===== src/rtl/spi_word_pkg.sv =====
`timescale 1ns/1ps
package spi_word_pkg;

    // Sequencer states of the word engine
    typedef enum logic [1:0] {
        ST_IDLE  = 2'd0,   // deselected, ready for a strobe
        ST_SHIFT = 2'd1,   // bits moving on the link
        ST_OPEN  = 2'd2,   // selected, link parked between words
        ST_GAP   = 2'd3    // deselected, minimum high time running
    } spi_word_st_e;

endpackage


===== src/rtl/spi_word_lencode.sv =====
`timescale 1ns/1ps
// Turns a byte-count code into the index of the last bit of a word.
module spi_word_lencode #(
    parameter int LEN_W  = 2,
    parameter int BYTE_W = 8,
    parameter int CNT_W  = 5
) (
    input  logic [LEN_W-1:0] len_i,
    output logic [CNT_W-1:0] last_idx_o
);
    localparam int EXT_W = CNT_W + LEN_W + 1;

    logic [EXT_W-1:0] bytes_w;
    logic [EXT_W-1:0] bits_w;

    always_comb begin
        bytes_w    = EXT_W'(len_i) + EXT_W'(1);
        bits_w     = bytes_w * EXT_W'(BYTE_W);
        last_idx_o = CNT_W'(bits_w - EXT_W'(1));
    end
endmodule


===== src/rtl/spi_word_shift.sv =====
`timescale 1ns/1ps
// Transmit and receive shift registers for one word.
module spi_word_shift #(
    parameter int WORD_W = 32
) (
    input  logic              clk,
    input  logic              rst_n,
    input  logic              load_i,
    input  logic [WORD_W-1:0] load_word_i,
    input  logic              shift_i,
    input  logic              miso_i,
    output logic              mosi_o,
    output logic [WORD_W-1:0] rx_next_o
);
    typedef struct packed {
        logic [WORD_W-1:0] tx;
        logic [WORD_W-1:0] rx;
    } sh_t;

    sh_t sh_d, sh_q;

    assign rx_next_o = {sh_q.rx[WORD_W-2:0], miso_i};
    assign mosi_o    = sh_q.tx[WORD_W-1];

    always_comb begin
        sh_d = sh_q;
        if (load_i) begin
            // a fresh word starts with an empty receive register
            sh_d.tx = load_word_i;
            sh_d.rx = '0;
        end else if (shift_i) begin
            sh_d.tx = {sh_q.tx[WORD_W-2:0], 1'b0};
            sh_d.rx = rx_next_o;
        end
    end

    always_ff @(posedge clk or negedge rst_n) begin
        if (!rst_n) sh_q <= '0;
        else        sh_q <= sh_d;
    end
endmodule


===== src/rtl/spi_word_master.sv =====
`timescale 1ns/1ps
module spi_word_master
    import spi_word_pkg::*;
#(
    parameter int WORD_W  = 32,
    parameter int BYTE_W  = 8,
    parameter int LEN_W   = 2,
    parameter int GAP_CYC = 2
) (
    input  logic              clk,
    input  logic              rst_n,
    input  logic              wr_i,
    input  logic              hold_i,
    input  logic [WORD_W-1:0] word_i,
    input  logic [LEN_W-1:0]  len_i,
    output logic [WORD_W-1:0] word_o,
    output logic              valid_o,
    output logic              busy_o,
    output logic              sck_o,
    output logic              cs_n_o,
    output logic              mosi_o,
    input  logic              miso_i
);
    localparam int CNT_W = $clog2(WORD_W);
    localparam int GAP_W = $clog2(GAP_CYC + 1);
    localparam logic [GAP_W-1:0] GAP_INIT = GAP_W'(GAP_CYC - 1);

    typedef struct packed {
        spi_word_st_e      st;
        logic              phase;      // 0: SCK low half, 1: SCK high half
        logic [CNT_W-1:0]  bitcnt;     // bits left after the current one
        logic [GAP_W-1:0]  gapcnt;
        logic              pend;       // queued word waiting for word end
        logic [WORD_W-1:0] pend_word;
        logic [LEN_W-1:0]  pend_len;
        logic              cs_n;
        logic              sck;
        logic              valid;
        logic [WORD_W-1:0] dout;
    } ctl_t;

    ctl_t ctl_d, ctl_q;

    logic              start_w;
    logic [WORD_W-1:0] start_word_w;
    logic [LEN_W-1:0]  start_len_w;
    logic              shift_w;
    logic [CNT_W-1:0]  last_idx_w;
    logic [WORD_W-1:0] rx_next_w;
    logic              last_bit_w;

    spi_word_lencode #(
        .LEN_W  (LEN_W),
        .BYTE_W (BYTE_W),
        .CNT_W  (CNT_W)
    ) u_len (
        .len_i      (start_len_w),
        .last_idx_o (last_idx_w)
    );

    spi_word_shift #(
        .WORD_W (WORD_W)
    ) u_shift (
        .clk         (clk),
        .rst_n       (rst_n),
        .load_i      (start_w),
        .load_word_i (start_word_w),
        .shift_i     (shift_w),
        .miso_i      (miso_i),
        .mosi_o      (mosi_o),
        .rx_next_o   (rx_next_w)
    );

    assign last_bit_w = (ctl_q.bitcnt == '0);

    always_comb begin
        ctl_d        = ctl_q;
        ctl_d.valid  = 1'b0;
        start_w      = 1'b0;
        start_word_w = word_i;
        start_len_w  = len_i;
        shift_w      = 1'b0;

        unique case (ctl_q.st)
            ST_IDLE: begin
                if (wr_i) start_w = 1'b1;
            end
            ST_OPEN: begin
                if (wr_i) begin
                    start_w = 1'b1;
                end else if (!hold_i) begin
                    ctl_d.st     = ST_GAP;
                    ctl_d.cs_n   = 1'b1;
                    ctl_d.gapcnt = GAP_INIT;
                end
            end
            ST_SHIFT: begin
                if (!ctl_q.phase) begin
                    ctl_d.sck   = 1'b1;
                    ctl_d.phase = 1'b1;
                    // early strobe in the low half of the final bit is queued
                    if (last_bit_w && wr_i && !ctl_q.pend) begin
                        ctl_d.pend      = 1'b1;
                        ctl_d.pend_word = word_i;
                        ctl_d.pend_len  = len_i;
                    end
                end else begin
                    ctl_d.sck   = 1'b0;
                    ctl_d.phase = 1'b0;
                    shift_w     = 1'b1;
                    if (!last_bit_w) begin
                        ctl_d.bitcnt = ctl_q.bitcnt - CNT_W'(1);
                    end else begin
                        ctl_d.valid = 1'b1;
                        ctl_d.dout  = rx_next_w;
                        if (ctl_q.pend) begin
                            start_w      = 1'b1;
                            start_word_w = ctl_q.pend_word;
                            start_len_w  = ctl_q.pend_len;
                            ctl_d.pend   = 1'b0;
                        end else if (wr_i) begin
                            start_w = 1'b1;
                        end else if (hold_i) begin
                            ctl_d.st = ST_OPEN;
                        end else begin
                            ctl_d.st     = ST_GAP;
                            ctl_d.cs_n   = 1'b1;
                            ctl_d.gapcnt = GAP_INIT;
                        end
                    end
                end
            end
            ST_GAP: begin
                if (ctl_q.gapcnt == '0) ctl_d.st = ST_IDLE;
                else                    ctl_d.gapcnt = ctl_q.gapcnt - GAP_W'(1);
            end
            default: ;
        endcase

        if (start_w) begin
            ctl_d.st     = ST_SHIFT;
            ctl_d.phase  = 1'b0;
            ctl_d.sck    = 1'b0;
            ctl_d.cs_n   = 1'b0;
            ctl_d.bitcnt = last_idx_w;
        end
    end

    always_ff @(posedge clk or negedge rst_n) begin
        if (!rst_n) begin
            ctl_q.st        <= ST_IDLE;
            ctl_q.phase     <= 1'b0;
            ctl_q.bitcnt    <= '0;
            ctl_q.gapcnt    <= '0;
            ctl_q.pend      <= 1'b0;
            ctl_q.pend_word <= '0;
            ctl_q.pend_len  <= '0;
            ctl_q.cs_n      <= 1'b1;
            ctl_q.sck       <= 1'b0;
            ctl_q.valid     <= 1'b0;
            ctl_q.dout      <= '0;
        end else begin
            ctl_q <= ctl_d;
        end
    end

    assign word_o  = ctl_q.dout;
    assign valid_o = ctl_q.valid;
    assign sck_o   = ctl_q.sck;
    assign cs_n_o  = ctl_q.cs_n;
    assign busy_o  = (ctl_q.st == ST_SHIFT) || (ctl_q.st == ST_GAP);

    AST_SCK_LOW_DESELECTED: assert property (@(posedge clk) disable iff (!rst_n)
        cs_n_o |-> !sck_o) else $error("SCK active while deselected");
    AST_MOSI_STABLE_RISE: assert property (@(posedge clk) disable iff (!rst_n)
        $rose(sck_o) |-> $stable(mosi_o)) else $error("MOSI moved on SCK rise");
    AST_VALID_ONE_CYCLE: assert property (@(posedge clk) disable iff (!rst_n)
        valid_o |=> !valid_o) else $error("valid wider than one cycle");
    AST_STROBE_STARTS: assert property (@(posedge clk) disable iff (!rst_n)
        (!busy_o && cs_n_o && wr_i) |=> (busy_o && !cs_n_o)) else $error("strobe from idle lost");
    AST_OPEN_PARKED: assert property (@(posedge clk) disable iff (!rst_n)
        (!busy_o && !cs_n_o && !wr_i && hold_i) |=> (!busy_o && !cs_n_o)) else $error("open link left");
    AST_DESELECT_GAP: assert property (@(posedge clk) disable iff (!rst_n)
        $rose(cs_n_o) |=> cs_n_o ##1 cs_n_o) else $error("deselect gap too short");
    AST_SCK_ONLY_BUSY: assert property (@(posedge clk) disable iff (!rst_n)
        sck_o |-> (busy_o && !cs_n_o)) else $error("SCK outside a word");
endmodule


===== config.mk =====
export PLATFORM = sky130hd
export DESIGN_NAME = spi_word_master
export DESIGN_NICKNAME = d
export VERILOG_FILES = /design/src/rtl/spi_word_pkg.sv /design/src/rtl/spi_word_lencode.sv /design/src/rtl/spi_word_shift.sv /design/src/rtl/spi_word_master.sv
export SDC_FILE = /design/constraint.sdc
export NUM_CORES = 1
export LEC_CHECK = 0
export BUFFER_PORTS_ARGS = -buffer_cell sky130_fd_sc_hd__buf_2
export CORE_MARGIN = 8
export CORE_UTILIZATION = 63
export DETAILED_ROUTE_END_ITERATION = 7
export HOLD_SLACK_MARGIN = 0.02
export PLACE_DENSITY = 0.85
export SKIP_CTS_REPAIR_TIMING = 1
export SYNTH_ARGS = -nofsm -noshare
export SYNTH_HDL_FRONTEND = slang
export SYNTH_HIERARCHICAL = 1
export SYNTH_SLANG_ARGS = --single-unit

===== constraint.sdc =====
create_clock -name clk -period 3.7 [get_ports clk]
set_clock_uncertainty 0.1 [all_clocks]
set_input_delay 0 -clock clk [delete_from_list [all_inputs] [get_ports clk]]
set_output_delay 0 -clock clk [all_outputs]
set_load 0.05 [all_outputs]

==> results of run 1 <==
[kinds of logic (layout without fill, tap and decap cells)]
group | Yosys count | count (layout) | synth area share, %
other | 1 | 3 | 0.0540
xor gates and xnor gates | 1 | 1 | 0.126
adders and majority gates | 3 | 3 | 0.540
AOI/OAI and AO/OA | 54 | 54 | 4.48
and+or+nand+nor | 95 | 95 | 6.34
DFF | 143 | 143 | 51.5
buffers and inverters | 111 | 164 | 11.3
muxes | 165 | 165 | 25.7
[metal layers]
layer	routed length, um	track usage (%)	vias up
met1	5340	20.7	2097
met5	0	0	-
met2	6500	28.6	86
met4	203	6.64	0
met3	609	5.40	20
li1	-	-	1985
[worst min-delay path, stage by stage]
cell and delay [ns]:
dlygate4sd3_1 0.51, buf_2 0.10, mux2_2 0.13
[sequential cells by signal (all words and copies together), names as in the netlist]
signal	cells
valid_o	1
cs_n_o	1
u_shift/sh_q	31
u_shift/rx_next_o	31
word_o	32
ctl_q	45
sck_o	1
u_shift/mosi_o	1
[power groups by stage]
stage          combinational (uW)  sequential [uW]  clock [uW]
6_report                     2780             2700        1670
5_1_grt                      3010             2790        1780
4_1_cts                      2760             2700        1700
3_5_place_dp                 2740             2720           0
3_3_place_gp                 2620             2670           0
2_1_floorplan                2750             2630           0
[worst min path at each step]
stage | to | slack [ns] | cells after the start
5_1_grt | ctl_q[43] | 0.16 | 3
4_1_cts | ctl_q[53] | -0.64 | 1
3_3_place_gp | ctl_q[55] | -0.11 | 1
6_report | ctl_q[43] | 0.17 | 3
3_5_place_dp | ctl_q[56] | -0.1 | 1
2_1_floorplan | ctl_q[35] | -0.40 | 0
[cell usage in the layout, fill, tap and decap left out, drive strengths merged, types with 2 or more instances in the layout]
cell type	netlist	routed
conb	1	3
nor2	35	35
mux2i	63	63
nor2b	5	5
clkinv	0	2
clkinvlp	0	2
dlygate4sd3	0	40
nand2	39	39
ha	3	3
dfrtp	142	142
nor3	2	2
inv	8	9
nand4	4	4
a31oi	3	3
bufinv	0	3
buf	88	85
and2	3	3
clkbuf	15	23
mux2	102	102
a21oi	5	5
o21ai	40	40
[metrics by stage]
stage | utilization (%) | area, um^2 | setup WS [ns]
global route | 72.8 | 7860 | 0.984
CTS | 68.9 | 7430 | 1.13
detailed placement | 63.4 | 6840 | 1.18
finish | 72.8 | 7860 | 1.11
global placement | 63.4 | 6840 | 1.28
floorplan | - | 6960 | 1.27
[final cells by class]
type                            count  area, um^2
Sequential cell                   143        3580
Fill cell                         725        2930
Multi-Input combinational cell    321        2600
Timing Repair Buffer              125         890
Clock buffer                       23         457
Tap cell                          140         175
Clock inverter                      8         131
Inverter                            8        30.0
==> impl_metrics.env, run 1 <==
export IMPL_clock_path_buffers=2
export IMPL_critPathCaptureType="register"
export IMPL_fin_crit_sh_pct=70.0
export IMPL_dr_total_vias=4188
export IMPL_floorplan_initialDensity_pct=64.4
export IMPL_grt_start_max_net_pins=105
export IMPL_critical_path_top_delay_family="simple AND/OR/NAND/NOR gates"
export IMPL_yosysSeqAreaShare_pct=51.5
export IMPL_placed_cells=696
export IMPL_first_pass_iters=4
export IMPL_timing_worst_setup_path_type="register to register"
export IMPL_post_synth_main_area_contributors="dfrtp_1, mux2_2, mux2i_1"
export IMPL_clkLatencyLatePin_ns=0.51
export IMPL_drc_errors=0
export IMPL_timing_critical_path_fanout_max=104
export IMPL_final_instance_count_excl_fill=768
export IMPL_setup_reg_to_reg_worst_slack_ns=1.11
export IMPL_list_of_cells_traversed_by_the_critical_path="inv_1, ha_1, or4b_4, a2111oi_4, buf_12, nand2b_1, o21ai_0"
export IMPL_cp_bufs_invs=2
export IMPL_fmax_mhz=386
export IMPL_worst_path_arrival_ns=2.82
export IMPL_hold_viol_final=0
export IMPL_worst_hold_startpoint="word_i[6]"
export IMPL_grt_util_all_layers_pct=17.3
export IMPL_power_switching_share_pct=37.4
export IMPL_wirelength_mm=12.6
export IMPL_holdWs_ns=0.173
export IMPL_yosys_area_top_type="dfrtp_1"
export IMPL_numPortBuffers=75
export IMPL_areaGrowthSynthToFinish_pct=13.1
export IMPL_cts_root_buffer_cell="clkbuf_8"
export IMPL_synth_commonest_cells="dfrtp_1, mux2_2, buf_4, mux2i_1, nand2_1"
export IMPL_pwr_share_clk_pct=23.4
export IMPL_endpoint="u_shift/sh_q[32]"
export IMPL_ys_warn_count=6
export IMPL_path_depth=7
export IMPL_dieHeight_um=121
export IMPL_fin_tns_setup_ns=0
export IMPL_synth_enable_flop_cells=0
export IMPL_setup_violations_final=0
export IMPL_clock_period_minus_worst_slack_ns=2.59
export IMPL_drv_slew=0
export IMPL_setup_worst_path_start="ctl_q[72]"
export IMPL_mean_routed_wirelength_per_cell_um=16.5
export IMPL_dieArea_mm2=0.0146
export IMPL_synth_async_reset_ratio_pct=100
export IMPL_switchingPower_uw=2680
export IMPL_netlist_cell_type_count=41
export IMPL_combinational_cell_fraction_of_total_power_pct=38.9
export IMPL_die_x_um=121
export IMPL_grt_pass1_vias=4220
export IMPL_crit_path_top_delay_cell="or4b_4"
export IMPL_design_final_nets=658
export IMPL_rsz_0062_raised_after_global_routing="no"
export IMPL_leakage_uw=0.00389
export IMPL_timing_rr_end="u_shift/sh_q[32]"
export IMPL_outcome="complete, no violations"
export IMPL_rr_worst_depth=7
export IMPL_overflow=0
export IMPL_rows=38
export IMPL_ioPinCount=76
export IMPL_detail_route_antenna_nets=0
export IMPL_max_cap_violations=0
export IMPL_antenna_diode_count=0
export IMPL_power_density_mw_per_mm2=912
export IMPL_vias_per_cell=5.45
export IMPL_grt_first_pass_wirelength_mm=20.3
export IMPL_r2r_start="ctl_q[72]"
export IMPL_number_of_buffers_inserted_during_clock_tree_synthesis=17
export IMPL_cts_tree="done"
export IMPL_total_power_uw=7160
export IMPL_postSynth_topFlopCell="dfrtp_1"
export IMPL_clk_pin_slew_ns=0.06
export IMPL_worst_ep_required_time_ns=3.93
export IMPL_final_layout_size_suffix_gt1_share_pct=35.0
export IMPL_synth_avg_cell_area_um2=12.1
export IMPL_yosysMostFrequentCell="dfrtp_1"
export IMPL_synth_cells=573
export IMPL_min_delay_path_class="primary input to register"
export IMPL_finalWeightedCongestion=0.780
export IMPL_dp_final_hpwl_mm=7.89
export IMPL_synth_largest_type_area_fraction_pct=51.1
export IMPL_drt_initial_drc_count=246
export IMPL_cts_sinks=143
export IMPL_slew_at_the_pin_closest_to_its_max_slew_limit_ns=1.07
export IMPL_mappedNetlistArea_mm2=0.00695
export IMPL_internal_power_uw=4480
export IMPL_number_of_synthesized_register_bits=143
export IMPL_htree_num_levels=4
export IMPL_design_core_area_mm2=0.0108
export IMPL_worst_vdd_drop_mv=0.552
export IMPL_worstSetupStartpointType="register"
export IMPL_slew_headroom_pct=29.0
export IMPL_worst_path_largest_cell_delay_ns=0.49
export IMPL_sequentialPowerShare_pct=37.7
export IMPL_number_of_antenna_violations_at_the_first_check_in_global_routing=0
Power figures use the tool's default switching activity.
==> run 2, diff against run 1 <==
--- a/config.mk
+++ b/config.mk
@@ -7,10 +7,10 @@
 export LEC_CHECK = 0
 export BUFFER_PORTS_ARGS = -buffer_cell sky130_fd_sc_hd__buf_2
 export CORE_MARGIN = 8
-export CORE_UTILIZATION = 63
+export CORE_UTILIZATION = 59
 export DETAILED_ROUTE_END_ITERATION = 7
 export HOLD_SLACK_MARGIN = 0.02
-export PLACE_DENSITY = 0.85
+export PLACE_DENSITY = 0.8
 export SKIP_CTS_REPAIR_TIMING = 1
 export SYNTH_ARGS = -nofsm -noshare
 export SYNTH_HDL_FRONTEND = slang
==> constraint.sdc (replaced) <==
create_clock -name clk -period 2.5 [get_ports clk]
set_clock_uncertainty 0.1 [all_clocks]
set_input_delay 0 -clock clk [delete_from_list [all_inputs] [get_ports clk]]
set_output_delay 0 -clock clk [all_outputs]
set_load 0.05 [all_outputs]
==> impl_metrics.env, run 2 (same netlist as run 1, synthesis figures left out) <==
export IMPL_final_instance_count_excl_fill=780
export IMPL_hold_viol_final=0
export IMPL_mostFrequentLayoutCells="dfrtp_1, mux2_2, buf_2"
export IMPL_dp_final_hpwl_mm=8.49
export IMPL_grt_pass1_vias=4444
export IMPL_largest_register="ctl_q"
export IMPL_htree_num_levels=4
export IMPL_clock_path_buffers=2
export IMPL_worst_ep_required_time_ns=2.70
export IMPL_die_x_um=125
export IMPL_vias_per_cell=5.43
export IMPL_drc_errors=0
export IMPL_worstSetupStartpointType="register"
export IMPL_overflow=0
export IMPL_leakage_uw=0.00397
export IMPL_detail_route_antenna_nets=0
export IMPL_critPathCaptureType="register"
export IMPL_worst_path_arrival_ns=2.61
export IMPL_first_pass_iters=4
export IMPL_final_layout_size_suffix_gt1_share_pct=36.7
export IMPL_ioPinCount=76
export IMPL_timing_worst_setup_path_type="register to register"
export IMPL_floorplan_initialDensity_pct=60.6
export IMPL_fin_ws_ns=0.0849
export IMPL_setup_violations_final=0
export IMPL_clock_period_minus_worst_slack_ns=2.42
export IMPL_finish_instance_area_mm2=0.00802
export IMPL_areaGrowthSynthToFinish_pct=15.4
export IMPL_rows=39
export IMPL_dieHeight_um=125
export IMPL_fin_crit_sh_pct=96.6
export IMPL_outcome="complete, no violations"
export IMPL_dr_total_vias=4234
export IMPL_placed_cells=711
export IMPL_place_area_mm2=0.00701
export IMPL_fmax_mhz=414
export IMPL_grt_first_pass_wirelength_mm=21.9
export IMPL_design_final_nets=668
export IMPL_flip_flop_count_of_the_largest_register_all_copies_and_words_added=45
export IMPL_clk_pin_slew_ns=0.06
export IMPL_drv_slew=0
export IMPL_number_of_antenna_violations_at_the_first_check_in_global_routing=0
export IMPL_cts_sinks=143
export IMPL_grt_util_all_layers_pct=17.1
export IMPL_max_cap_violations=0
export IMPL_antenna_diode_count=0
export IMPL_layout_commonest_cell="dfrtp_1"
export IMPL_cts_root_buffer_cell="clkbuf_16"
export IMPL_place_ws_ns=0.142
export IMPL_numPortBuffers=75
export IMPL_timing_critical_path_fanout_max=5
export IMPL_mean_routed_wirelength_per_cell_um=16.8
export IMPL_number_of_buffers_inserted_during_clock_tree_synthesis=17
export IMPL_grt_start_max_net_pins=69
export IMPL_power_density_mw_per_mm2=1360
export IMPL_slew_headroom_pct=57.3
export IMPL_cts_tree="done"
export IMPL_finalWeightedCongestion=0.770
export IMPL_dieArea_mm2=0.0155
export IMPL_worst_vdd_drop_mv=0.749
export IMPL_design_core_area_mm2=0.0115
export IMPL_holdWs_ns=0.0549
export IMPL_clkLatencyLatePin_ns=0.42
export IMPL_slew_at_the_pin_closest_to_its_max_slew_limit_ns=0.640
export IMPL_min_delay_path_class="primary input to asynchronous set/reset pin"
export IMPL_wirelength_mm=13.1
export IMPL_drt_initial_drc_count=211
## run 2: cell type report
cell class	instances	area [um^2]
Tap cell	143	179
Timing Repair Buffer	135	1020
Fill cell	793	3450
Sequential cell	143	3580
Multi-Input combinational cell	321	2600
Inverter	8	30.0
Clock inverter	11	165
Clock buffer	19	453
## run 2: report_power, final
part           leakage (uW)  total (uW)  switching, uW  internal, uW
sequential          0.00187        3990            635          3360
clock              0.000293        2640            938          1700
combinational       0.00181        4310           2470          1830
total               0.00397       10900           4050          6890
## run 2: layer usage
layer	GRT usage, %	share of wire (%)	up-vias
met4	7.37	1.7	0
li1	-	-	2001
met3	5.32	4.3	22
met2	28.2	51	95
met5	0	0	-
met1	20.3	43	2116
## run 2: path summary, 6_finish.rpt
| path | start | endpoint | slack (ns) | cells past startpoint |
|---|---|---|---|---|
| hold reg to reg | cs_n_o | cs_n_o | 0.38 | 2 |
| min in group clk | word_i[16] | ctl_q[53] | 0.26 | 3 |
| setup reg to reg | ctl_q[72] | ctl_q[78] | 0.08 | 8 |
| max in group asynchronous | rst_n | ctl_q[48] | 1.36 | 3 |
| hold / removal | rst_n | word_o[6] | 0.05 | 2 |
| setup / recovery | ctl_q[72] | ctl_q[78] | 0.08 | 8 |
## run 2: through the flow
step	setup TNS (ns)	util [%]	total power, uW
after floorplan	0	-	7970
after global placement	0	61.1	8020
after detailed placement	0	61.1	8250
after CTS	0	66.5	10900
after global routing	-0.00952	69.9	11600
final	0	69.9	10900
## run 2: worst max-delay path, stage by stage, from the launching register on
cell and delay (ns):
dfrtp_1 0.40, inv_1 0.09, ha_1 0.20, nor4b_4 0.24, buf_4 0.19, nand4_1 0.14
a211oi_1 0.31, a221oi_1 0.07, dlygate4sd3_1 0.56
==> run 3, diff against run 2 <==
--- a/config.mk
+++ b/config.mk
@@ -6,7 +6,7 @@
 export NUM_CORES = 1
 export LEC_CHECK = 0
 export BUFFER_PORTS_ARGS = -buffer_cell sky130_fd_sc_hd__buf_2
-export CORE_MARGIN = 8
+export CORE_MARGIN = 3
 export CORE_UTILIZATION = 59
 export DETAILED_ROUTE_END_ITERATION = 7
 export HOLD_SLACK_MARGIN = 0.02
==> impl_metrics.env, run 3 (same netlist as run 1, synthesis figures left out) <==
export IMPL_outcome="complete, no violations"
export IMPL_list_of_cells_traversed_by_the_critical_path="inv_1, ha_1, or4b_4, a2111oi_4, buf_12, buf_12, nand2_1, o21ai_1"
export IMPL_multi_input_gate_area_mm2=0.00260
export IMPL_cts_tree="done"
export IMPL_dp_final_hpwl_mm=7.54
export IMPL_dr_total_vias=4277
export IMPL_finalWeightedCongestion=0.759
export IMPL_grt_util_all_layers_pct=19.4
export IMPL_wirelength_mm=12.7
export IMPL_fin_tns_setup_ns=0
export IMPL_layout_commonest_cell="dfrtp_1"
export IMPL_detail_route_antenna_nets=0
export IMPL_timing_worst_setup_path_type="register to register"
export IMPL_place_ws_ns=0.122
export IMPL_number_of_buffers_inserted_during_clock_tree_synthesis=17
export IMPL_clock_path_buffers=2
export IMPL_setup_worst_path_start="ctl_q[72]"
export IMPL_antenna_diode_count=0
export IMPL_total_power_uw=10800
export IMPL_worst_vdd_drop_mv=0.976
export IMPL_grt_start_max_net_pins=63
export IMPL_crit_path_frequent_cell="buf_12"
export IMPL_seqCellArea_mm2=0.00358
export IMPL_rr_worst_depth=8
export IMPL_power_density_mw_per_mm2=1350
export IMPL_slew_at_the_pin_closest_to_its_max_slew_limit_ns=0.584
export IMPL_max_cap_violations=0
export IMPL_overflow=0
export IMPL_final_layout_size_suffix_gt1_share_pct=36.3
export IMPL_worstSetupStartpointType="register"
export IMPL_clk_pin_slew_ns=0.06
export IMPL_critPathCaptureType="register"
export IMPL_vias_per_cell=5.53
export IMPL_hold_viol_final=0
export IMPL_cts_sinks=143
export IMPL_die_x_um=115
export IMPL_worst_path_largest_cell_delay_ns=0.50
export IMPL_htree_num_levels=4
export IMPL_layout_filler_cells=752
export IMPL_timing_critical_path_fanout_max=28
export IMPL_grt_first_pass_wirelength_mm=20.3
export IMPL_numPortBuffers=75
export IMPL_critical_path_top_delay_family="simple AND/OR/NAND/NOR gates"
export IMPL_setup_violations_final=0
export IMPL_dieArea_mm2=0.0131
export IMPL_clock_period_minus_worst_slack_ns=2.35
export IMPL_dieHeight_um=115
export IMPL_flip_flop_count_of_the_largest_register_all_copies_and_words_added=45
export IMPL_worst_ep_required_time_ns=2.72
export IMPL_grt_pass1_vias=4248
export IMPL_drc_errors=0
export IMPL_cts_root_buffer_cell="clkbuf_16"
export IMPL_fmax_mhz=425
export IMPL_crit_path_top_delay_cell="or4b_4"
export IMPL_holdWs_ns=0.0431
export IMPL_cp_bufs_invs=3
export IMPL_design_final_nets=663
export IMPL_largest_register="ctl_q"
export IMPL_r2r_start="ctl_q[72]"
export IMPL_drv_slew=0
export IMPL_place_area_mm2=0.00694
export IMPL_number_of_antenna_violations_at_the_first_check_in_global_routing=0
export IMPL_areaGrowthSynthToFinish_pct=15.2
export IMPL_fin_ws_ns=0.146
export IMPL_finish_instance_area_mm2=0.00800
export IMPL_leakage_uw=0.00395
export IMPL_design_core_area_mm2=0.0112
export IMPL_floorplan_initialDensity_pct=62.2
export IMPL_drt_initial_drc_count=293
export IMPL_clkLatencyLatePin_ns=0.41
export IMPL_fin_crit_sh_pct=94.2
export IMPL_ioPinCount=76
export IMPL_mean_routed_wirelength_per_cell_um=16.4
export IMPL_rows=38
export IMPL_path_depth=8
export IMPL_worst_path_arrival_ns=2.58
export IMPL_first_pass_iters=5
export IMPL_min_delay_path_class="primary input to asynchronous set/reset pin"
export IMPL_mostFrequentLayoutCells="dfrtp_1, mux2_2, buf_2"
export IMPL_slew_headroom_pct=61.0
run 3: cell types whose count changed in the layout (fill, tap and decap cells not counted), moves of 3 or more:
cell / delta
buf_4: -6
clkinv_2: -3
clkinv_4: +6
inv_6: +3
run 3: metrics by stage:
step,std cells,utilization (%)
after floorplan,575,-
after detailed placement,700,62.1
after CTS,732,67.6
final,774,71.6
after global routing,774,71.6
after global placement,700,62.1
run 3: where the power goes:
part           internal [uW]  switching, uW
logic                   1820           2440
registers               3350            647
clock network           1590            982
run 3: layer usage:
layer | part of all wire (%) | track usage (%) | wire length [um]
met1 | 43 | 24.9 | 5480
met2 | 52 | 31.6 | 6550
met3 | 4.5 | 5.97 | 565
met4 | 0.80 | 5.86 | 102
met5 | 0 | 0 | 0
run 3: area by class of cell:
| type | instances | share of cell area (%) |
|---|---|---|
| Sequential cell | 143 | 44.7 |
| Tap cell | 140 | 2.19 |
| Inverter | 8 | 0.375 |
| Clock buffer | 18 | 5.36 |
| Timing Repair Buffer | 130 | 12.6 |
| Clock inverter | 14 | 2.30 |
| Multi-Input combinational cell | 321 | 32.4 |
run 3: worst register-to-register path: stages, from the launching register on:
cell	delay, ns
dfrtp_1	0.41
inv_1	0.10
ha_1	0.20
or4b_4	0.50
a2111oi_4	0.40
buf_12	0.20
buf_12	0.18
nand2_1	0.08
o21ai_1	0.09
run 3: path summary, 6_finish.rpt:
path | endpoint | slack (ns)
worst max-delay path | u_shift/sh_q[58] | 0.15
max in group asynchronous | ctl_q[60] | 1.47
worst min register to register | cs_n_o | 0.36
worst min-delay path | word_o[6] | 0.04
min in group clk | ctl_q[68] | 0.28
worst max register to register | u_shift/sh_q[58] | 0.15
